===== src/rtl/irq_unit_pkg.sv =====
package irq_unit_pkg;
  // strobes from the control module to the datapath
  typedef struct packed {
    logic take;
    logic restore;
    logic statLoad;
    logic enSet;
    logic enClr;
    logic maskLoad;
  } irqStrobes_t;
endpackage


===== src/rtl/irq_ctrl.sv =====
module irq_ctrl
  import irq_unit_pkg::*;
#(
  parameter int N_LINES  = 8,
  parameter int VEC_W    = 8,
  parameter int VEC_BASE = 8
) (
  input  logic [N_LINES-1:0] irqReq,
  input  logic [N_LINES-1:0] maskBits,
  input  logic               enBit,
  input  logic               boundary,
  input  logic               setEn,
  input  logic               clrEn,
  input  logic               statusWe,
  input  logic               maskWe,
  input  logic               retPulse,
  output irqStrobes_t        strobes,
  output logic [VEC_W-1:0]   vecNum
);
  localparam int IDX_W = (N_LINES > 1) ? $clog2(N_LINES) : 1;

  logic [N_LINES-1:0] pending;
  logic               anyPending;
  logic [IDX_W-1:0]   pickIdx;

  assign pending    = irqReq & maskBits;
  assign anyPending = |pending;

  // lowest index has the highest priority: scan downward, last hit wins
  always_comb begin
    pickIdx = '0;
    for (int i = N_LINES - 1; i >= 0; i--) begin
      if (pending[i]) pickIdx = IDX_W'(i);
    end
  end

  assign vecNum = VEC_W'(VEC_BASE) + VEC_W'(pickIdx);

  always_comb begin
    strobes.take     = boundary & enBit & anyPending;
    strobes.restore  = retPulse & ~strobes.take;
    strobes.statLoad = statusWe;
    strobes.enSet    = setEn;
    strobes.enClr    = clrEn;
    strobes.maskLoad = maskWe;
  end
endmodule


===== src/rtl/irq_datapath.sv =====
module irq_datapath
  import irq_unit_pkg::*;
#(
  parameter int N_LINES = 8,
  parameter int PC_W    = 16,
  parameter int STAT_W  = 8
) (
  input  logic               clk,
  input  logic               rstN,
  input  irqStrobes_t        strobes,
  input  logic [STAT_W-1:0]  statusIn,
  input  logic [N_LINES-1:0] maskIn,
  input  logic [PC_W-1:0]    curPc,
  output logic [STAT_W-1:0]  statusReg,
  output logic [N_LINES-1:0] maskReg,
  output logic [PC_W-1:0]    savedPc,
  output logic [STAT_W-1:0]  savedStatus
);
  localparam int EN_BIT = 0;

  logic [STAT_W-1:0] statusNext;

  // ordinary status update: optional full load, then enable bit override
  always_comb begin
    statusNext = strobes.statLoad ? statusIn : statusReg;
    if (strobes.enClr)      statusNext[EN_BIT] = 1'b0;
    else if (strobes.enSet) statusNext[EN_BIT] = 1'b1;
  end

  always_ff @(posedge clk) begin
    if (!rstN) begin
      statusReg   <= '0;
      savedPc     <= '0;
      savedStatus <= '0;
    end else if (strobes.take) begin
      savedPc             <= curPc;
      savedStatus         <= statusReg;
      statusReg[EN_BIT]   <= 1'b0;
    end else if (strobes.restore) begin
      statusReg <= savedStatus;
    end else begin
      statusReg <= statusNext;
    end
  end

  always_ff @(posedge clk) begin
    if (!rstN)                 maskReg <= '0;
    else if (strobes.maskLoad) maskReg <= maskIn;
  end
endmodule


===== src/rtl/vec_irq_unit.sv =====
module vec_irq_unit
  import irq_unit_pkg::*;
#(
  parameter int N_LINES  = 8,
  parameter int PC_W     = 16,
  parameter int STAT_W   = 8,
  parameter int VEC_W    = 8,
  parameter int VEC_BASE = 8
) (
  input  logic               clk,
  input  logic               rstN,
  input  logic [N_LINES-1:0] irqReq,
  input  logic               boundary,
  input  logic               setEn,
  input  logic               clrEn,
  input  logic               statusWe,
  input  logic [STAT_W-1:0]  statusIn,
  input  logic               maskWe,
  input  logic [N_LINES-1:0] maskIn,
  input  logic               retPulse,
  input  logic [PC_W-1:0]    curPc,
  output logic               takeIrq,
  output logic [VEC_W-1:0]   vecNum,
  output logic [STAT_W-1:0]  statusOut,
  output logic [PC_W-1:0]    retPc,
  output logic [STAT_W-1:0]  retStatus
);
  irqStrobes_t        strobes;
  logic [N_LINES-1:0] maskBits;
  logic [STAT_W-1:0]  statusReg;

  irq_ctrl #(.N_LINES(N_LINES), .VEC_W(VEC_W), .VEC_BASE(VEC_BASE)) u_ctrl (
    .irqReq   (irqReq),
    .maskBits (maskBits),
    .enBit    (statusReg[0]),
    .boundary (boundary),
    .setEn    (setEn),
    .clrEn    (clrEn),
    .statusWe (statusWe),
    .maskWe   (maskWe),
    .retPulse (retPulse),
    .strobes  (strobes),
    .vecNum   (vecNum)
  );

  irq_datapath #(.N_LINES(N_LINES), .PC_W(PC_W), .STAT_W(STAT_W)) u_dp (
    .clk         (clk),
    .rstN        (rstN),
    .strobes     (strobes),
    .statusIn    (statusIn),
    .maskIn      (maskIn),
    .curPc       (curPc),
    .statusReg   (statusReg),
    .maskReg     (maskBits),
    .savedPc     (retPc),
    .savedStatus (retStatus)
  );

  assign takeIrq   = strobes.take;
  assign statusOut = statusReg;
endmodule


===== config.mk =====
export PLATFORM = sky130hd
export DESIGN_NAME = vec_irq_unit
export DESIGN_NICKNAME = d
export VERILOG_FILES = /design/src/rtl/irq_unit_pkg.sv /design/src/rtl/irq_ctrl.sv /design/src/rtl/irq_datapath.sv /design/src/rtl/vec_irq_unit.sv
export SDC_FILE = /design/constraint.sdc
export NUM_CORES = 1
export LEC_CHECK = 0
export ABC_CLOCK_PERIOD_IN_PS = 2400
export BUFFER_PORTS_ARGS = -buffer_cell sky130_fd_sc_hd__clkbuf_2
export CORE_UTILIZATION = 45
export DETAILED_ROUTE_END_ITERATION = 12
export PLACE_DENSITY = 0.86
export SLEW_MARGIN = 15
export SYNTH_ARGS = -nofsm -noshare
export SYNTH_HDL_FRONTEND = slang
export SYNTH_SLANG_ARGS = --single-unit

===== constraint.sdc =====
create_clock -name clk -period 2.4 [get_ports clk]
set_clock_uncertainty 0.2 [all_clocks]
set_input_delay 0 -clock clk [delete_from_list [all_inputs] [get_ports clk]]
set_output_delay 0 -clock clk [all_outputs]
set_load 0.1 [all_outputs]

# Yosys cells after proc, flatten, opt, wreduce, memory -nomap -nowiden
# Cells that the tools add are included.
[totals]
out_inout_bits = 41
regBits = 40
inputBits = 48
wordCells = 29
[op_classes]
mux = 12
bitwise = 6
reduce_logical = 5
add_sub_neg = 1
[op_table]
columns = ["cell", "n"]
rows = [
  ["two-way mux 3 bit", 8],
  ["two-way mux 8 bit", 2],
  ["bitwise AND 8 bit", 1],
  ["OR reduction 8 bit", 1],
  ["adder 4 x 3 -> 5 bit, first input constant", 1],
  ["nonzero test 4 bit", 1],
  ["bitwise AND 1 bit", 3],
  ["two-way mux 1 bit", 2],
  ["inverter 1 bit", 2],
  ["AND reduction 2 bit", 1],
  ["nonzero test 2 bit", 1],
  ["OR reduction 2 bit", 1],
]

# Logic depth before layout (Yosys ltp)
# Gate-level depths: netlist of the first run.
[depth]
word_depth = 10
depth_mapped = 5
mapped_depth_nobuf = 4

# Cells and area by module
# A second synthesis of the first run with hierarchy kept.
[hier_totals]
hier_cells = 173
area_unflattened_um2 = 1805.5
[by_module_without_submodules]
columns = ["module", "area_per_inst_um2", "cells_each", "n_inst", "seq_area_each_um2"]
rows = [
  ["irq_datapath", 1611.5, 143, 1, 800.8],
  ["irq_ctrl", 193.9, 30, 1, 0.0],
]

# Least setup slack after synthesis of the first run
# Ideal clock, no wire load.
[synth_path]
kind = "reg2out"
startpoint = "register u_dp.maskReg[6]"
endpoint = "output port vecNum[0]"
path_buffers = 0
setup_slack_ns = -0.470
required_time_ns = 2.200
path_stages_with_launch = 5
arrival_time_ns = 2.670
path_cell_list = "dfxtp_1 > nand2_1 > a32o_1 > a22oi_1 > o21ai_0"
[synth_between]
elab_chain_len = 9
[synth_rtl]
columns = ["element", "line_no", "text"]
rows = [
  ["start: declaration", "irq_datapath.sv:15", "output logic [N_LINES-1:0] maskReg,"],
  ["start signal: assignment", "irq_datapath.sv:48", "else if (strobes.maskLoad) maskReg <= maskIn;"],
  ["bitwise AND 8 bit", "irq_ctrl.sv:26", "assign pending = irqReq & maskBits;"],
  ["two-way mux 3 bit (7 in a row)", "irq_ctrl.sv:33", "if (pending[i]) pickIdx = IDX_W'(i);"],
  ["adder 4 x 3 -> 5 bit", "irq_ctrl.sv:37", "assign vecNum = VEC_W'(VEC_BASE) + VEC_W'(pickIdx);"],
  ["end: declaration", "vec_irq_unit.sv:23", "output logic [VEC_W-1:0] vecNum,"],
]
# No other way between the ends.

# Final worst setup path of the first run
[layout_path]
startpoint = "register u_dp.maskReg[5]"
endpoint = "output port takeIrq"
[layout_between]
elab_chain_len = 3
[layout_rtl]
columns = ["element", "line_no", "text"]
rows = [
  ["bitwise AND 8 bit", "irq_ctrl.sv:26", ""],
  ["OR reduction 8 bit", "irq_ctrl.sv:27", "assign anyPending = |pending;"],
  ["bitwise AND 1 bit", "irq_ctrl.sv:40", "strobes.take = boundary & enBit & anyPending;"],
  ["end: declaration", "vec_irq_unit.sv:22", "output logic takeIrq,"],
]
# No other way between the ends.

==> impl_metrics.yaml, run 1 <==
sta:
  finalHoldViolCount: 0
  timing.hold.ws_ns: 0.00804
  rsz0062_at_grt: "no"
  period_needed_ns: 2.06
  worst_slew_pin_slew_ns: 0.704
  fin_crit_sh_pct: 85.8
  fmax_mhz: 486
  tns_ns: 0
  slew_viol_final: 0
  max_slew_margin_pct: 53.0
  finalSetupViolCount: 0
critical_path:
  critical_path.top_delay_family: "compound AO/OA/AOI/OAI gates"
  crit_cells: 5
  rr_endpoint: "u_dp.savedStatus[0]"
  cp_max_fo: 37
  r2r-start: "u_dp.maskReg[5]"
  critPathMaxStageDelay_ns: 0.45
  reg2reg_depth: 5
  worstPathRequired_ns: 2.20
  crit_slowest_cell: "o41ai_4"
  cp_cell_sequence: "a22o_1, o41ai_4, buf_12, inv_2, buf_12"
  start_kind: "register"
  worst_ep_arrival_time_ns: 1.86
  ff2ff_setup_slack_ns: 0.53
  critical_path_buf_inv_count: 3
  crit_type: "register to output port"
  crit_start: "u_dp.maskReg[5]"
  worst_setup_path_end_kind: "output port"
  crit_top_cell: "buf_12"
min_path:
  hold_path_class: "input pin to register"
  min_to: "u_dp.maskReg[0]"
  min_path_cells: 3
  hold_path_startpoint: "maskWe"
detailed_routing:
  wl_mm: 4.58
  num_vias: 1817
  vias_per_cell: 4.98
  drtIter0Drc: 74
  final_antenna_net_count: 0
  wl_per_cell_um: 12.5
  drt-pass1-iter-count: 4
  drc: 0
layout:
  drive_above_1_share_pct: 30.6
  fin_nets: 364
  final_cell_count_no_fill: 365
  antennaDiodeCount: 0
  area_delta_synth_final_pct: 53.6
  final_cell_area_um2: 2670
cts:
  cts_setup_buffers: 0
  cts_root_buffer: "clkbuf_8"
  clk_latency_ns: 0.28
  ctsHoldBuffers: 37
  cts_sinks: 40
  cts.reportedPaths.clkPinSlew_ns: 0.08
  cts_buffers: 5
  cts_resized: 0
  cts_tree: "built"
  h-tree-depth: 2
  cts_max_path_buffers: 2
floorplan:
  row_count: 22
  boundaryPins: 89
  die_area_um2: 4110
  die-height_um: 64.1
  core_um2: 3690
  die_w_um: 64.1
  start_util_pct: 47.1
logic_synthesis:
  synth.cell_area_um2: 1740
  ys_seq_area_share_pct: 46.1
  yosys_register_bits: 40
  synth.most_common_cell: "dfxtp_1"
  ys_top_cells_by_count: "dfxtp_1 (40), nand3_1 (31), nand2_1 (30)"
  yosys_warnings: 0
  yosysTopAreaCell: "dfxtp_1"
  syn_inst: 203
  async_flop_share_pct: 0
  synth_edf_count: 0
  synth_ff_type: "dfxtp_1"
  postSynthAreaPerCell_um2: 8.56
  ys_top_cells_by_area: "dfxtp_1 (46%), nand3_1 (8.9%), o21ai_0 (6.9%)"
  synth_top_cell_area_share_pct: 46.1
  synth_cell_type_count: 28
grt:
  grt_pass1_wl_mm: 7.70
  antenna_found_initial: 0
  grtUsageTotal_pct: 24.2
  grt_max_degree: 39
  grt_pass1_vias: 1825
  gr-total-overflow: 0
place:
  gp_congestion: 0.835
  io_buffers: 83
  dp_hpwl_mm: 2.92
  dp.cells: 320
  placed_cell_area_um2: 2170
power_and_ir_drop:
  vdd_ir_drop_max_mv: 0.366
  p_per_area_nw_per_um2: 618
  power_mw: 1.65
  cellLeakagePower_nw: 1.25
status:
  status: "complete, no violations"
job:
  cap_violations: 0
## cells by family after synthesis
logic type | Yosys count | synth area share (%)
other | 2 | 0.432
DFF | 40 | 46.1
muxes | 8 | 4.61
and+or+nand+nor | 81 | 21.5
AOI/OAI and AO/OA | 50 | 20.7
buffers and inverters | 22 | 6.63
## where the power goes
group / switching [mW] / internal (mW)
sequential: 0.0118 / 0.682
combinational: 0.248 / 0.122
clock: 0.219 / 0.367
total: 0.479 / 1.17
## state kept, by name, indices dropped and copies added (netlist names)
name,cells
u_dp.statusReg,8
u_dp.maskReg,8
u_dp.savedPc,16
u_dp.savedStatus,8
## worst reg2reg max path: cells and delay by family, from the launching register on
kind / cells / cell delay (ns)
AOI/OAI and AO/OA: 3 / 0.88
buffers and inverters: 2 / 0.36
DFF: 1 / 0.34
## placed cells by master (no fill, tap or decap)
cell type / instances
nor2b_1: 9
dlygate4sd3_1: 37
mux2i_1: 8
clkbuf_8: 7
o21a_1: 2
nand2b_1: 1
o22a_1: 2
o41ai_4: 1
nor2_1: 7
buf_4: 2
dfxtp_1: 40
and3_1: 1
o31ai_1: 1
a211oi_1: 1
bufinv_16: 1
buf_12: 2
a32o_1: 1
nand3_1: 31
a22oi_1: 1
nand2_1: 30
and2_1: 1
inv_1: 1
o21ai_1: 1
o21ai_0: 23
a2bb2oi_1: 12
clkbuf_2: 82
conb_1: 5
nor3_2: 1
a22o_1: 4
inv_2: 1
a31oi_1: 1
## worst max-delay path by stage
| stage | end | slack [ns] |
|---|---|---|
| finish | takeIrq | 0.34 |
| global route | takeIrq | 0.24 |
| CTS | takeIrq | 0.33 |
| detailed placement | u_dp.savedStatus[0] | 0.56 |
| global placement | u_dp.savedStatus[0] | 0.58 |
| floorplan | vecNum[0] | 0.29 |
## per-layer routing
layer | part of all wire (%) | vias up | global-route usage [%]
met3 | 4.8 | 9 | 4.82
met2 | 54 | 54 | 46.9
met1 | 40 | 822 | 25.4
met4 | 1.8 | 0 | 8.61
met5 | 0 | - | 0
li1 | - | 932 | -
## cell type report
type	instances	area [um2]
multi-input cells	144	837
fillers	306	1020
clock inverters	1	30.0
well taps	48	60.1
clock buffers	7	96.3
inverters	2	7.51
flip-flops and latches	40	801
repair buffers	123	836
## through the flow
stage	setup slack (ns)	util [%]
5_1_grt	0.239	72.3
2_1_floorplan	0.286	-
4_1_cts	0.327	72.3
3_3_place_gp	0.575	58.9
6_report	0.341	72.3
3_5_place_dp	0.555	58.9
(Power assumes the default switching activity.)
==> run 2, diff against run 1 <==
Settings changed: BUFFER_PORTS_ARGS -buffer_cell sky130_fd_sc_hd__clkbuf_2 to unset, DONT_BUFFER_PORTS set to 1, PLACE_DENSITY 0.86 to 0.65.
==> impl_metrics.yaml, run 2 (synthesis results as in run 1) <==
sta:
  finalSetupViolCount: 0
  fin_crit_sh_pct: 97.9
  fmax_mhz: 426
  slew_viol_final: 0
  fin_ws_ns: 0.0510
  rsz0062_at_grt: "yes"
  finalHoldViolCount: 0
  period_needed_ns: 2.35
  tns_ns: 0
  timing.hold.ws_ns: 0.0432
layout:
  largest_register_ffs: 16
  fin_nets: 348
  fill_cells: 290
  largest-register: "u_dp.savedPc"
  final_cell_area_um2: 2760
  final_cell_mix: "dlygate4sd3_1 (55), buf_4 (49), dfxtp_1 (40), nand3_1 (31), nand2_1 (30)"
  final_cell_count_no_fill: 348
  antennaDiodeCount: 0
  final_common_cell: "dlygate4sd3_1"
  area_delta_synth_final_pct: 58.9
  fin_util_pct: 74.8
  drive_above_1_share_pct: 21.3
place:
  dp_hpwl_mm: 2.94
  gp_congestion: 0.826
  preCtsSetupSlack_ns: 0.594
  dp.cells: 273
  placed_cell_area_um2: 2010
  io_buffers: 0
power_and_ir_drop:
  vdd_ir_drop_max_mv: 0.450
  clockPowerShare_pct: 28.5
  p_comb_share_pct: 25.3
  cellLeakagePower_nw: 1.19
  p_switching_mw: 0.487
  power_frac_seq_pct: 46.2
  power_mw: 1.50
  switching_share_pct: 32.5
  p_per_area_nw_per_um2: 543
  p_int_mw: 1.01
critical_path:
  start_kind: "register"
  crit_slowest_cell: "dlygate4sd3_1"
  critical_path_buf_inv_count: 3
  worst_setup_path_end_kind: "register"
  critPathMaxStageDelay_ns: 0.55
  cp_cell_sequence: "a22o_1, o41ai_4, buf_4, inv_2, o21a_1, dlygate4sd3_1"
  worst_ep_arrival_time_ns: 2.32
  critical_path.top_delay_family: "compound AO/OA/AOI/OAI gates"
  worstPathRequired_ns: 2.37
  crit_type: "register to register"
  cp_max_fo: 4
floorplan:
  start_util_pct: 47.1
  die-height_um: 64.1
  row_count: 22
  boundaryPins: 89
  die_area_um2: 4110
  core_um2: 3690
  die_w_um: 64.1
cts:
  cts_max_path_buffers: 2
  clk_latency_ns: 0.29
  cts_buffers: 5
  cts_root_buffer: "clkbuf_8"
  h-tree-depth: 2
  cts_tree: "built"
  cts.reportedPaths.clkPinSlew_ns: 0.08
  cts_sinks: 40
min_path:
  hold_path_class: "input pin to register"
grt:
  grtUsageTotal_pct: 25.9
  gr-total-overflow: 0
  grt_pass1_wl_mm: 8.15
  grt_pass1_vias: 1820
  grt_max_degree: 58
  antenna_found_initial: 0
detailed_routing:
  drtIter0Drc: 79
  wl_per_cell_um: 15.2
  drt-pass1-iter-count: 4
  wl_mm: 5.29
  vias_per_cell: 5.40
  num_vias: 1879
  drc: 0
  final_antenna_net_count: 0
status:
  status: "complete, no violations"
job:
  cap_violations: 0
[run 2: cell types whose count changed in the layout (fill, tap and decap cells not counted), moves of 2 or more]
cell,before,now
buf_4,2,49
buf_6,0,2
clkbuf_2,82,0
clkbuf_8,7,5
dlygate4sd3_1,37,55
[run 2: layout make-up]
class,count,area (um2),share of cell area (%)
tap,48,60.1,2.18
clock inverter,2,12.5,0.453
inverter,2,7.51,0.272
clock buffer,5,68.8,2.49
timing repair buffer,107,961,34.8
sequential,40,801,29.0
multi-input combinational,144,850,30.8
[run 2: path summary, 6_finish.rpt]
kind,start,to,slack [ns],depth (start not counted)
setup / recovery,u_dp.maskReg[6],u_dp.savedStatus[0],0.05,6
hold / removal,boundary,u_dp.savedPc[15],0.04,4
setup reg to reg,u_dp.maskReg[6],u_dp.savedStatus[0],0.05,6
hold reg to reg,u_dp.savedPc[8],u_dp.savedPc[8],0.28,2
[run 2: tightest hold or removal path, cell delays in order]
cell	delay, ns
and2_1	0.17
o41ai_4	0.08
buf_6	0.14
o21ai_0	0.09
[run 2: metal layers]
metal  track usage, %  share of wire (%)
met5                0                  0
met1             26.5                 38
met3             7.32                6.8
met2             48.1                 52
met4             12.5                3.4
[run 2: power groups by stage]
stage	Combinational [mW]	Sequential (mW)	Clock, mW
6_report	0.379	0.693	0.427
2_1_floorplan	0.183	0.778	0
4_1_cts	0.368	0.691	0.437
5_1_grt	0.397	0.695	0.457
3_5_place_dp	0.275	0.707	0
3_3_place_gp	0.271	0.706	0
[run 2: what timing repair did]
action / in CTS / in global routing
buffers inserted: 0 / 12
gates resized for setup: 0 / 2
hold endpoints to repair: 40 / 0
hold buffers: 56 / 0
endpoints found under the setup margin: 0 / 3
